## src/rtl/sag_pkg.sv

```systemverilog
// Package: shared role codes and register select codes for the segmented
// address generator. Assumes 3-bit role and select fields.
package sag_pkg;
    typedef enum logic [2:0] {
        ROLE_CODE  = 3'd0,
        ROLE_STACK = 3'd1,
        ROLE_DATA  = 3'd2,
        ROLE_SRC   = 3'd3,
        ROLE_DST   = 3'd4
    } role_e;

    localparam logic [2:0] SEL_CSEG = 3'd0;
    localparam logic [2:0] SEL_DSEG = 3'd1;
    localparam logic [2:0] SEL_XSEG = 3'd2;
    localparam logic [2:0] SEL_SSEG = 3'd3;
    localparam logic [2:0] SEL_SRC  = 3'd4;
    localparam logic [2:0] SEL_DST  = 3'd5;
    localparam logic [2:0] SEL_CNT  = 3'd6;
    localparam logic [2:0] SEL_DIR  = 3'd7;

    localparam int NUM_SEG = 4;
endpackage

```

## src/rtl/sag_regs.sv

```systemverilog
// Register file: four segment registers, source and destination pointers,
// repeat count and direction bit. A write has priority over a step update.
// Assumes the update inputs are only valid when upd_en is high.
module sag_regs
    import sag_pkg::*;
#(
    parameter int W = 16
) (
    input  logic                clk,
    input  logic                rst_n,
    input  logic                wr_en,
    input  logic [2:0]          wr_sel,
    input  logic [W-1:0]        wr_data,
    input  logic                upd_en,
    input  logic                upd_cnt,
    input  logic [W-1:0]        src_nxt,
    input  logic [W-1:0]        dst_nxt,
    input  logic [W-1:0]        cnt_nxt,
    output logic [W-1:0]        seg_q [NUM_SEG],
    output logic [W-1:0]        src_q,
    output logic [W-1:0]        dst_q,
    output logic [W-1:0]        cnt_q,
    output logic                dir_q
);
    // One register per segment, each written only through its own select code.
    for (genvar g = 0; g < NUM_SEG; g++) begin : g_seg
        always_ff @(posedge clk) begin
            if (!rst_n)
                seg_q[g] <= '0;
            else if (wr_en && wr_sel == 3'(g))
                seg_q[g] <= wr_data;
        end
    end

    // Pointer registers: a write wins, otherwise take the stepped value.
    always_ff @(posedge clk) begin
        if (!rst_n) begin
            src_q <= '0;
            dst_q <= '0;
        end else if (wr_en) begin
            if (wr_sel == SEL_SRC) src_q <= wr_data;
            if (wr_sel == SEL_DST) dst_q <= wr_data;
        end else if (upd_en) begin
            src_q <= src_nxt;
            dst_q <= dst_nxt;
        end
    end

    // Count register and direction bit.
    always_ff @(posedge clk) begin
        if (!rst_n) begin
            cnt_q <= '0;
            dir_q <= 1'b0;
        end else if (wr_en) begin
            if (wr_sel == SEL_CNT) cnt_q <= wr_data;
            if (wr_sel == SEL_DIR) dir_q <= wr_data[0];
        end else if (upd_en && upd_cnt) begin
            cnt_q <= cnt_nxt;
        end
    end
endmodule

```

## src/rtl/sag_step.sv

```systemverilog
// Step logic: decides whether an element step is accepted and computes the
// next pointer and count values. Pointer arithmetic wraps modulo 2^W.
module sag_step #(
    parameter int W = 16
) (
    input  logic         step,
    input  logic         wr_en,
    input  logic         rep_en,
    input  logic         elem_word,
    input  logic         dir,
    input  logic [W-1:0] src_q,
    input  logic [W-1:0] dst_q,
    input  logic [W-1:0] cnt_q,
    output logic         upd_en,
    output logic         upd_cnt,
    output logic [W-1:0] src_nxt,
    output logic [W-1:0] dst_nxt,
    output logic [W-1:0] cnt_nxt,
    output logic         done
);
    logic [W-1:0] delta;

    // Acceptance: no write in flight, and in repeat mode a non-zero count.
    always_comb begin
        done    = (cnt_q == '0);
        upd_en  = step && !wr_en && !(rep_en && done);
        upd_cnt = rep_en;
    end

    // Next values: size-scaled step in the held direction, count minus one.
    always_comb begin
        delta   = elem_word ? W'(2) : W'(1);
        src_nxt = dir ? (src_q - delta) : (src_q + delta);
        dst_nxt = dir ? (dst_q - delta) : (dst_q + delta);
        cnt_nxt = cnt_q - W'(1);
    end
endmodule

```

## src/rtl/sag_addr.sv

```systemverilog
// Address former: picks the segment and offset for the role and forms the
// shifted-base sum, truncated to the physical width. Unused role codes fall
// back to the data segment with the offset input.
module sag_addr
    import sag_pkg::*;
#(
    parameter int W     = 16,
    parameter int SHIFT = 4,
    localparam int PA_W = W + SHIFT
) (
    input  logic [2:0]    role,
    input  logic [W-1:0]  offset,
    input  logic [W-1:0]  seg_q [NUM_SEG],
    input  logic [W-1:0]  src_q,
    input  logic [W-1:0]  dst_q,
    output logic [PA_W-1:0] phys_addr
);
    logic [W-1:0] base;
    logic [W-1:0] ofs;

    // Role decode: segment and offset source.
    always_comb begin
        case (role)
            ROLE_CODE:  begin base = seg_q[SEL_CSEG]; ofs = offset; end
            ROLE_STACK: begin base = seg_q[SEL_SSEG]; ofs = offset; end
            ROLE_SRC:   begin base = seg_q[SEL_DSEG]; ofs = src_q;  end
            ROLE_DST:   begin base = seg_q[SEL_XSEG]; ofs = dst_q;  end
            default:    begin base = seg_q[SEL_DSEG]; ofs = offset; end
        endcase
    end

    // Shifted base plus zero-extended offset, wrapping at PA_W bits.
    always_comb begin
        phys_addr = {base, {SHIFT{1'b0}}} + {{SHIFT{1'b0}}, ofs};
    end
endmodule

```

## src/rtl/seg_addr_gen.sv

```systemverilog
// Top: segmented address generator with string pointer stepping. Ties the
// register file, the step logic and the address former together. Assumes a
// single clock and a synchronous active-low reset.
module seg_addr_gen
    import sag_pkg::*;
#(
    parameter int W     = 16,
    parameter int SHIFT = 4,
    localparam int PA_W = W + SHIFT
) (
    input  logic            clk,
    input  logic            rst_n,
    input  logic            wr_en,
    input  logic [2:0]      wr_sel,
    input  logic [W-1:0]    wr_data,
    input  logic [2:0]      role,
    input  logic [W-1:0]    offset,
    input  logic            step,
    input  logic            elem_word,
    input  logic            rep_en,
    output logic [PA_W-1:0] phys_addr,
    output logic [W-1:0]    rep_count,
    output logic            str_done
);
    logic [W-1:0] seg_q [NUM_SEG];
    logic [W-1:0] src_q, dst_q, cnt_q;
    logic [W-1:0] src_nxt, dst_nxt, cnt_nxt;
    logic         dir_q, upd_en, upd_cnt;

    sag_regs #(.W(W)) u_regs (
        .clk(clk), .rst_n(rst_n), .wr_en(wr_en), .wr_sel(wr_sel),
        .wr_data(wr_data), .upd_en(upd_en), .upd_cnt(upd_cnt),
        .src_nxt(src_nxt), .dst_nxt(dst_nxt), .cnt_nxt(cnt_nxt),
        .seg_q(seg_q), .src_q(src_q), .dst_q(dst_q), .cnt_q(cnt_q),
        .dir_q(dir_q)
    );

    sag_step #(.W(W)) u_step (
        .step(step), .wr_en(wr_en), .rep_en(rep_en), .elem_word(elem_word),
        .dir(dir_q), .src_q(src_q), .dst_q(dst_q), .cnt_q(cnt_q),
        .upd_en(upd_en), .upd_cnt(upd_cnt), .src_nxt(src_nxt),
        .dst_nxt(dst_nxt), .cnt_nxt(cnt_nxt), .done(str_done)
    );

    sag_addr #(.W(W), .SHIFT(SHIFT)) u_addr (
        .role(role), .offset(offset), .seg_q(seg_q), .src_q(src_q),
        .dst_q(dst_q), .phys_addr(phys_addr)
    );

    // Count is brought out as-is.
    always_comb rep_count = cnt_q;
endmodule

```

## config.mk

```make
export PLATFORM = sky130hd
export DESIGN_NAME = seg_addr_gen
export DESIGN_NICKNAME = d
export VERILOG_FILES = /design/src/rtl/sag_pkg.sv /design/src/rtl/sag_regs.sv /design/src/rtl/sag_step.sv /design/src/rtl/sag_addr.sv /design/src/rtl/seg_addr_gen.sv
export SDC_FILE = /design/constraint.sdc
export NUM_CORES = 1
export LEC_CHECK = 0
export BUFFER_PORTS_ARGS = -buffer_cell sky130_fd_sc_hd__clkbuf_2
export CAP_MARGIN = 10
export CORE_ASPECT_RATIO = 1.4
export CORE_MARGIN = 2
export CORE_UTILIZATION = 34
export CTS_CLUSTER_SIZE = 20
export DETAILED_ROUTE_END_ITERATION = 8
export GPL_TIMING_DRIVEN = 0
export PLACE_DENSITY_LB_ADDON = 0.05
export SLEW_MARGIN = 10
export SYNTH_ARGS = -nofsm -noshare
export SYNTH_HDL_FRONTEND = slang
export SYNTH_HIERARCHICAL = 1
export SYNTH_SLANG_ARGS = --single-unit
```

## constraint.sdc

```tcl
create_clock -name clk -period 6.4 [get_ports clk]
set_input_delay 1.28 -clock clk [delete_from_list [all_inputs] [get_ports clk]]
set_output_delay 1.28 -clock clk [all_outputs]
set_load 0.01 [all_outputs]
```

==> results of run 1 <==
==> power groups by stage <==
stage               Combinational (uW)  Sequential [uW]  Clock (uW)
finish                             464              769         925
global route                       513              773         969
CTS                                465              769         943
detailed placement                 463              784           0
global placement                   462              784           0
floorplan                          315              775           0
==> cell families after synthesis <==
family                   count (synthesis)  synth area share, %
multiplexers                            65                7.835
AND/OR/NAND/NOR                        307                16.89
AO/OA/AOI/OAI                          364                29.43
adder cells (fa/ha/maj)                 47                7.128
flip-flops                             113                27.19
XOR/XNOR                                53                5.579
buffers and inverters                  103                5.955
==> area by class of cell <==
cell class	count	area (um^2)
Tap cell	310	387.9
Inverter	25	93.84
Timing Repair Buffer	76	380.4
Multi-Input combinational cell	836	5563
Fill cell	2629	14320
Clock buffer	20	446.7
Buffer	78	402.9
Clock inverter	10	113.9
Sequential cell	113	2263
==> worst max-delay path, stage by stage <==
cell       delay [ps]
buf_6             110
buf_2             240
buf_2             360
buf_2             270
nor2_1             80
nand2_1           110
o21ai_0           100
a21oi_1           200
ha_1              220
inv_1              60
fa_1              390
nand2b_1          190
a2111oi_2         400
o2111ai_1         220
a211oi_1          300
xnor2_1           160
clkbuf_2          150
==> final timing paths <==
check,startpoint,slack [ps],cells past startpoint,endpoint
worst max-delay path,role[2],290,17,phys_addr[18]
worst min-delay path,u_regs/seg_q[49],450,2,u_regs/seg_q[49]
worst max register to register,u_regs/dir_q,3160,14,u_regs/dst_q[14]
worst min register to register,u_regs/seg_q[49],450,2,u_regs/seg_q[49]
==> state kept, by name (all words and copies together) (netlist names) <==
register / count
u_regs/cnt_q: 16
u_regs/dir_q: 1
u_regs/dst_q: 16
u_regs/src_q: 16
u_regs/seg_q: 64
==> metal layers <==
| metal | up-vias | share of wire [%] | GRT usage, % |
|---|---|---|---|
| li1 | 3954 | - | - |
| met1 | 3658 | 46 | 28.69 |
| met2 | 147 | 47 | 36.63 |
| met3 | 29 | 3.6 | 3.266 |
| met4 | 0 | 2.9 | 8.413 |
| met5 | - | 0 | 0 |
==> placed cells by master, fill, tap and decap left out, drive strengths merged, types with 6 or more instances in the layout <==
cell	instances
nor3	10
nand3	9
xor2	21
mux2i	64
o22ai	18
buf	37
a21oi	76
dfxtp	113
a21boi	66
nor2b	9
nand2	175
xnor2	32
nand4	10
o21ai	95
nor2	55
nand2b	7
clkbuf	137
o21a	6
a21o	19
ha	44
a211oi	8
inv	25
o211a	48
==> per-stage QoR <==
stage	hold slack, ps	total power (uW)	std cells	worst slack (ps)
2_1_floorplan	430.5	1090	1052	1015
6_report	449.9	2157	1468	286.3
3_3_place_gp	439.4	1246	1438	134.4
4_1_cts	452.1	2178	1468	60.99
5_1_grt	465.4	2256	1468	72.00
3_5_place_dp	444.1	1247	1438	61.40
==> summary.txt, run 1 <==
Slew HR - 51.30%
Clock power frac - 42.9%
Power per cell area - 223.5 nW/um^2
Final setup violation count - 0
Synth async-reset ratio - 0%
Die ar. - 25760 um^2
Initial Utilization - 34.70%
Flop pwr share - 35.6%
Clock Sinks - 113
Residual DRC - 0
CTS tree - done
Core area - 23980 um^2
Sw Ratio - 30.51%
Synth area leaders - dfxtp_1 (27%), nand2_1 (7.9%), mux2i_1 (7.7%)
CP Capture Type - output pin
Top-Level Pins - 81
Initial antenna violation count - 0
Post-Syn Area - 8320 um^2
P_leak - 0.004633 uW
Vias after detailed routing - 7788
Core Rows - 67
Hold Buf Count CTS - 0
Psw - 658.3 uW
Vias per cell - 5.305
Setup Total Neg Slack - 0 ps
CTS resizes - 0
Post CTS Setup Buffer Count - 0
Fmax - 163.6 MHz
Post-synth EDFFs - 0
Final nets - 1236
H-tree Lvls - 4
Synth top area share - 27.19%
Drt first pass iters - 5
Root Driver - clkbuf_16
Final min period - 6114 ps
Most numerous cell in the Yosys netlist - nand2_1
Status - finished, final reports clean
Routed Antenna Nets - 0
Worst skew pair latency - 420 ps
Worst Setup Start Kind - input pin
#FFs+latches synth - 113
Syn Nets - 1141
Fin crit share - 95.53%
Final instance area - 9652 um^2
Synth Area per Inst - 7.909 um^2
Post-Synthesis Cells - 1052
Initial drt markers - 402
Overflow after GRT - 0
Ant diodes - 0
Skew final - 8.851 ps
Largest net degree at the start of global routing - 32
Routed WL per cell - 19.10 um
Routability cong. - 0.8079
Synth cell types - 68
Ys Warns - 6
Layout cell share with drive strength beyond 1 - 13.64%
Gate power share - 21.5%
Req. time, crit path - 5120 ps
Synthesis-to-layout area growth - 16.00%
Yosys top cell by area - dfxtp_1
PortBufs - 76
Vias in the first global route - 7598
CTS clock-pin slew for the worst setup and hold paths - 50 ps
First-pass GRT wire length - 43.13 mm
Die extent in x - 136.2 um
Most frequent cells after synthesis - nand2_1 (175), dfxtp_1 (113), o21ai_0 (82), a21oi_1 (74), a21boi_1 (65)
Final hold violations - 0
CP max FO - 10
Total track usage - 22.07%
Peak VDD IR - 0.1874 mV
Internal Power - 1499 uW
Clock Path Buffers - 2
Pins Over Slew Limit - 0
CP arrival - 4830 ps
RSZ-0062 raised after global routing - no
Hpwl dp - 21.28 mm
Die height - 189.1 um
Post-layout util - 40.26%
CTS buffer count - 17
Slew @ Worst Pin - 730.5 ps
DRT Wirelength - 28.04 mm
Post-DP Area - 9090 um^2
WS Path Type - input pin to output pin
HP Class - flip-flop to flip-flop
Seq/Total Area, Yosys - 27.19%
Max cap viols - 0
Dominant synthesized flop cell - dfxtp_1
(Power assumes the default switching activity.)
==> run 2, diff against run 1 <==
--- a/config.mk
+++ b/config.mk
@@ -5,6 +5,7 @@
 export SDC_FILE = /design/constraint.sdc
 export NUM_CORES = 1
 export LEC_CHECK = 0
+export ABC_AREA = 0
 export BUFFER_PORTS_ARGS = -buffer_cell sky130_fd_sc_hd__clkbuf_2
 export CAP_MARGIN = 10
 export CORE_ASPECT_RATIO = 1.4
@@ -13,7 +14,6 @@
 export CTS_CLUSTER_SIZE = 20
 export DETAILED_ROUTE_END_ITERATION = 8
 export GPL_TIMING_DRIVEN = 0
-export PLACE_DENSITY_LB_ADDON = 0.05
 export SLEW_MARGIN = 10
 export SYNTH_ARGS = -nofsm -noshare
 export SYNTH_HDL_FRONTEND = slang
==> run 2 against run 1 <==
  * Register-to-register slack improved by 120 ps
  * Clock skew increased by 6.3 ps
  * Cell count about the same
  * Non-clock buffer count unchanged
  * Sequential share of layout area decreased by 0.052 points
  * Combinational power decreased by 1%
  * Flip-flop and latch count unchanged
  * Total power decreased by 0.20%
  * Critical path type unchanged
==> summary.txt, run 2 (synthesized netlist as in run 1, its figures left out) <==
Max FFs per register - 64 (unchanged)
Post-DP Area - 9089 um^2 (about the same)
Worst Setup Start Kind - input pin
Fmax - 165.7 MHz (+1.3%)
Clock Path Buffers - 2 (unchanged)
Commonest non-fill, non-tap cell in the layout - nand2_1
Req. time, crit path - 5120 ps (about the same)
WS Path Type - input pin to output pin
Placed insts - 1438 (unchanged)
Slew HR - 51.25% (-0.053 points)
Fill cells - 2510 (-4.5%)
Top reg by flops - u_regs/seg_q
Routed Antenna Nets - 0 (unchanged)
Hpwl dp - 19.95 mm (-6.2%)
Peak VDD IR - 0.1673 mV (-11%)
Core area - 23980 um^2 (unchanged)
Initial Utilization - 34.70% (unchanged)
Initial antenna violation count - 0 (unchanged)
CTS buffer count - 17 (unchanged)
Total track usage - 19.92% (-2.2 points)
Power per cell area - 222.6 nW/um^2 (-0.42%)
Core Rows - 67 (unchanged)
P_leak - 0.004652 uW (+0.39%)
PortBufs - 76 (unchanged)
Final setup violation count - 0 (unchanged)
Worst skew pair latency - 410 ps (about the same)
Layout Cells excl Fill - 1469 (+0.068%)
CP Capture Type - output pin
CTS tree - done
Initial drt markers - 616 (+53%)
HP Class - flip-flop to flip-flop
Post-layout util - 40.35% (+0.089 points)
Final instance area - 9673 um^2 (+0.22%)
DRT Wirelength - 26.06 mm (-7.1%)
RSZ-0062 raised after global routing - no
Vias after detailed routing - 7893 (+1.3%)
Clock Sinks - 113 (unchanged)
Ant diodes - 0 (unchanged)
Final min period - 6034 ps (-79.82 ps)
Die extent in x - 136.2 um (unchanged)
Synthesis-to-layout area growth - 16.26%
Routed WL per cell - 17.74 um (-7.1%)
CP arrival - 4750 ps (-80 ps)
Root Driver - clkbuf_16
Fin crit share - 94.28% (-1.2 points)
Slew @ Worst Pin - 731.3 ps (+0.7922 ps)
Final nets - 1236 (unchanged)
Routability cong. - 0.8700 (+7.7%)
Skew final - 15.12 ps (+6.270 ps)
Layout cell share with drive strength beyond 1 - 13.72% (+0.075 points)
Die height - 189.1 um (unchanged)
Vias in the first global route - 7364 (-3.1%)
CP max FO - 10 (unchanged)
Status - finished, final reports clean
Drt first pass iters - 6 (+1)
Pins Over Slew Limit - 0 (unchanged)
Final hold violations - 0 (unchanged)
Leading cell types in the layout, fill and taps excluded - nand2_1 (175), dfxtp_1 (112), o21ai_0 (82), clkbuf_2 (78), a21oi_1 (74)
Vias per cell - 5.373 (+1.3%)
H-tree Lvls - 4 (unchanged)
Max cap viols - 0 (unchanged)
Residual DRC - 0 (unchanged)
First-pass GRT wire length - 39.97 mm (-7.3%)
Overflow after GRT - 0 (unchanged)
Largest net degree at the start of global routing - 32 (unchanged)
Top-Level Pins - 81 (unchanged)
Die ar. - 25760 um^2 (unchanged)
CTS clock-pin slew for the worst setup and hold paths - 50 ps (about the same)
Setup Total Neg Slack - 0 ps (unchanged)
## run 2: changes by cell type in the layout (fill, tap and decap cells not counted), sizes merged
cell	before	now
clkbuf	137	139
clkinvlp	4	2
clkinv	4	5
## run 2: what timing repair did
action	in CTS	in global routing
resized for setup	0	2
hold endpoints to repair	0	0
setup buffers	0	0
setup endpoints to repair	0	1
hold buffers	0	0
## run 2: through the flow
step	setup WS [ps]	hold WS (ps)	power [uW]
floorplan	1015	430.5	1090
global placement	182.7	440.2	1233
detailed placement	180.8	444.9	1237
CTS	167.3	451.7	2163
global route	40.36	470.2	2244
finish	366.1	449.9	2153
## run 2: routing by layer
layer | wire length [um] | vias to the layer above | GRT usage (%) | part of all wire, %
li1 | - | 3967 | - | -
met1 | 11030 | 3638 | 23.80 | 42
met2 | 12750 | 233 | 34.58 | 49
met3 | 1231 | 55 | 3.240 | 4.7
met4 | 1054 | 0 | 9.095 | 4.0
met5 | 0 | - | 0 | 0
## run 2: cell type report
type	count	area, um^2	area share (%)
multi-input cells	836	5563	57.51
clock inverters	9	107.6	1.112
repair buffers	76	380.4	3.932
clock buffers	22	474.2	4.902
plain buffers	78	402.9	4.165
inverters	25	93.84	0.9701
well taps	310	387.9	4.010
flip-flops and latches	113	2263	23.40
## run 2: worst max-delay path, cell delays in order
cell and delay, ps:
buf_6 110, buf_2 190, nand2_1 330, clkbuf_1 430, o22ai_1 140, a21oi_1 190, ha_1 220, inv_1 60
fa_1 390, nand2b_1 190, a2111oi_2 390, o2111ai_1 220, a211oi_1 280, xnor2_1 150, clkbuf_2 150
## run 2: final timing paths
check | startpoint | end | slack [ps] | cells past startpoint
max | role[2] | phys_addr[18] | 370 | 15
min | u_regs/seg_q[20] | u_regs/seg_q[20] | 450 | 2
min reg2reg | u_regs/seg_q[20] | u_regs/seg_q[20] | 450 | 2
max reg2reg | u_regs/dir_q | u_regs/src_q[15] | 3280 | 11
## run 2: power breakdown
group / internal (uW) / switching [uW] / total, uW
combinational: 188 / 271 / 459
clock: 600 / 325 / 925
sequential: 736 / 32.8 / 769
==> run 3, diff against run 2 <==
--- a/config.mk
+++ b/config.mk
@@ -11,9 +11,11 @@
 export CORE_ASPECT_RATIO = 1.4
 export CORE_MARGIN = 2
 export CORE_UTILIZATION = 34
+export CTS_BUF_LIST = sky130_fd_sc_hd__clkbuf_4
 export CTS_CLUSTER_SIZE = 20
 export DETAILED_ROUTE_END_ITERATION = 8
 export GPL_TIMING_DRIVEN = 0
+export PLACE_DENSITY_LB_ADDON = 0.2
 export SLEW_MARGIN = 10
 export SYNTH_ARGS = -nofsm -noshare
 export SYNTH_HDL_FRONTEND = slang
==> run 3 against run 2 <==
  * Cell area fell by 3.3%
  * Total power down 19%
  * Wire length up 2.0%
  * Cell count stayed put
  * Maximum frequency hardly changed
  * Flip-flop and latch count unchanged
==> summary.txt, run 3 (synthesized netlist as in run 1, its figures left out) <==
Routability cong. - 0.8576 (-1.4%)
WHS Endpoint - u_regs/seg_q[60]
Final hold violations - 0 (unchanged)
PortBufs - 76 (unchanged)
Hold depth - 2 (unchanged)
Layout Cells excl Fill - 1469 (unchanged)
Fmax - 165.6 MHz (about the same)
HP Class - flip-flop to flip-flop
Largest net degree at the start of global routing - 32 (unchanged)
Initial Utilization - 34.70% (unchanged)
Residual DRC - 0 (unchanged)
CP Depth - 17 (+2)
Req. time, crit path - 5120 ps (about the same)
Vias in the first global route - 7431 (+0.91%)
Core Rows - 67 (unchanged)
Worst skew pair latency - 560 ps (+150 ps)
Clock Path Buffers - 2 (unchanged)
Slew HR - 52.19% (+0.94 points)
Leading cell types in the layout, fill and taps excluded - nand2_1 (175), dfxtp_1 (112), o21ai_0 (82), clkbuf_2 (78), a21oi_1 (74)
Skew final - 17.47 ps (+2.345 ps)
H-tree Lvls - 4 (unchanged)
Final setup violation count - 0 (unchanged)
Routed Antenna Nets - 0 (unchanged)
Die height - 189.1 um (unchanged)
Overflow after GRT - 0 (unchanged)
RR Endpoint - u_regs/dst_q[14]
Slew @ Worst Pin - 717.1 ps (-14.14 ps)
Fin crit share - 94.36% (about the same)
Post CTS Setup Buffer Count - 0 (unchanged)
CTS tree - done
Initial drt markers - 584 (-5.2%)
Placed insts - 1438 (unchanged)
Commonest non-fill, non-tap cell in the layout - nand2_1
CP Capture Type - output pin
Top-Level Pins - 81 (unchanged)
Final min period - 6039 ps (+5.222 ps)
Worst r2r path cells - 14 (+3)
Core area - 23980 um^2 (unchanged)
Top reg by flops - u_regs/seg_q
DRT Wirelength - 26.57 mm (+2.0%)
Final nets - 1236 (unchanged)
Peak VDD IR - 0.1088 mV (-35%)
Status - finished, final reports clean
CP arrival - 4760 ps (about the same)
Synthesis-to-layout area growth - 12.42%
Setup Total Neg Slack - 0 ps (unchanged)
CTS buffer count - 17 (unchanged)
Initial antenna violation count - 1 (+1)
Total track usage - 20.67% (+0.75 points)
Hold WS - 459.1 ps (+9.234 ps)
CTS clock-pin slew for the worst setup and hold paths - 110 ps (+60 ps)
Die ar. - 25760 um^2 (unchanged)
Vias after detailed routing - 7820 (-0.92%)
Root Driver - clkbuf_4
Pins Over Slew Limit - 0 (unchanged)
Max FFs per register - 64 (unchanged)
WP buf/inv - 6 (+1)
Slowest cell on the critical path - fa_1
Worst Setup Start Kind - input pin
P_leak - 0.004503 uW (-3.2%)
Die extent in x - 136.2 um (unchanged)
Max cap viols - 0 (unchanged)
RSZ-0062 raised after global routing - no
Worst path most repeated cell - buf_2
CP top delay family - buffers and inverters
Crit path cell chain - buf_6 > buf_2 > buf_2 > buf_2 > nor2_1 > nand2_1 > o21ai_0 > a21oi_1 > ha_1 > inv_1 > fa_1 > nand2b_1 > a2111oi_2 > o2111ai_1 > a211oi_1 > xnor2_1 > clkbuf_2
Hpwl dp - 20.29 mm (+1.7%)
Design Power - 1745 uW (-19%)
Routed WL per cell - 18.09 um (+2.0%)
Vias per cell - 5.323 (-0.92%)
Crit-path max cell delay - 400 ps (-30 ps)
RR Startpoint - u_regs/dir_q
CP max FO - 10 (unchanged)
Layout cell share with drive strength beyond 1 - 13.73% (about the same)
Worst Hold Launch - u_regs/seg_q[60]
R2r setup slk - 3270 ps (about the same)
Drt first pass iters - 8 (+2)
Clock Sinks - 113 (unchanged)
First-pass GRT wire length - 40.92 mm (+2.4%)
WS Path Type - input pin to output pin
Power per cell area - 186.6 nW/um^2 (-16%)
[run 3: routing by layer]
metal | global-route usage, % | wire length (um) | vias up
met3 | 2.999 | 1067 | 46
met4 | 9.696 | 1030 | 0
li1 | - | - | 3953
met5 | 0 | 0 | -
met2 | 35.54 | 12890 | 196
met1 | 25.10 | 11580 | 3625
[run 3: power by group]
part / switching [uW] / internal [uW]
Sequential: 31.9 / 734
Combinational: 272 / 188
Clock: 287 / 232
[run 3: layout make-up]
type,instances,area (um^2)
Fill cell,2600,14620
Multi-Input combinational cell,836,5563
Sequential cell,113,2263
Buffer,78,402.9
Tap cell,310,387.9
Timing Repair Buffer,76,380.4
Clock buffer,19,142.6
Clock inverter,11,117.6
Inverter,25,93.84
Antenna cell,1,2.502
[run 3: timing repair]
action / 4_1_cts / 5_1_grt
gates resized for setup: 0 / 2
hold buffers: 0 / 0
setup endpoints to repair: 0 / 1
[run 3: how the worst max path moves through the flow]
| stage | to | slack (ps) | from |
|---|---|---|---|
| floorplan | phys_addr[18] | 1020 | role[2] |
| global placement | phys_addr[18] | 170 | role[1] |
| detailed placement | phys_addr[18] | 200 | role[1] |
| CTS | phys_addr[18] | 200 | role[1] |
| global route | phys_addr[18] | 80 | role[2] |
| finish | phys_addr[18] | 360 | role[2] |
[run 3: through the flow]
step                      worst slack [ps]  instance area, um^2  util [%]
after detailed placement             198.5                 9090     37.91
final                                360.9                 9354     39.01
after CTS                            196.7                 9350     39.00
after global placement               169.3                 9089     37.91
after global routing                 76.54                 9354     39.01
after floorplan                       1015                 8320         -
[run 3: worst reg2reg max path: stages, from the launching register on]
cell and delay [ps]:
dfxtp_2 800, nor2b_1 260, buf_6 140, xor2_1 160, ha_1 190, a21oi_1 90, nand3_1 110, o211ai_1 120
o21ai_0 270, and3_1 240, nor3_1 70, a211oi_1 270, mux2i_1 100, o21ai_0 90, o211a_1 160
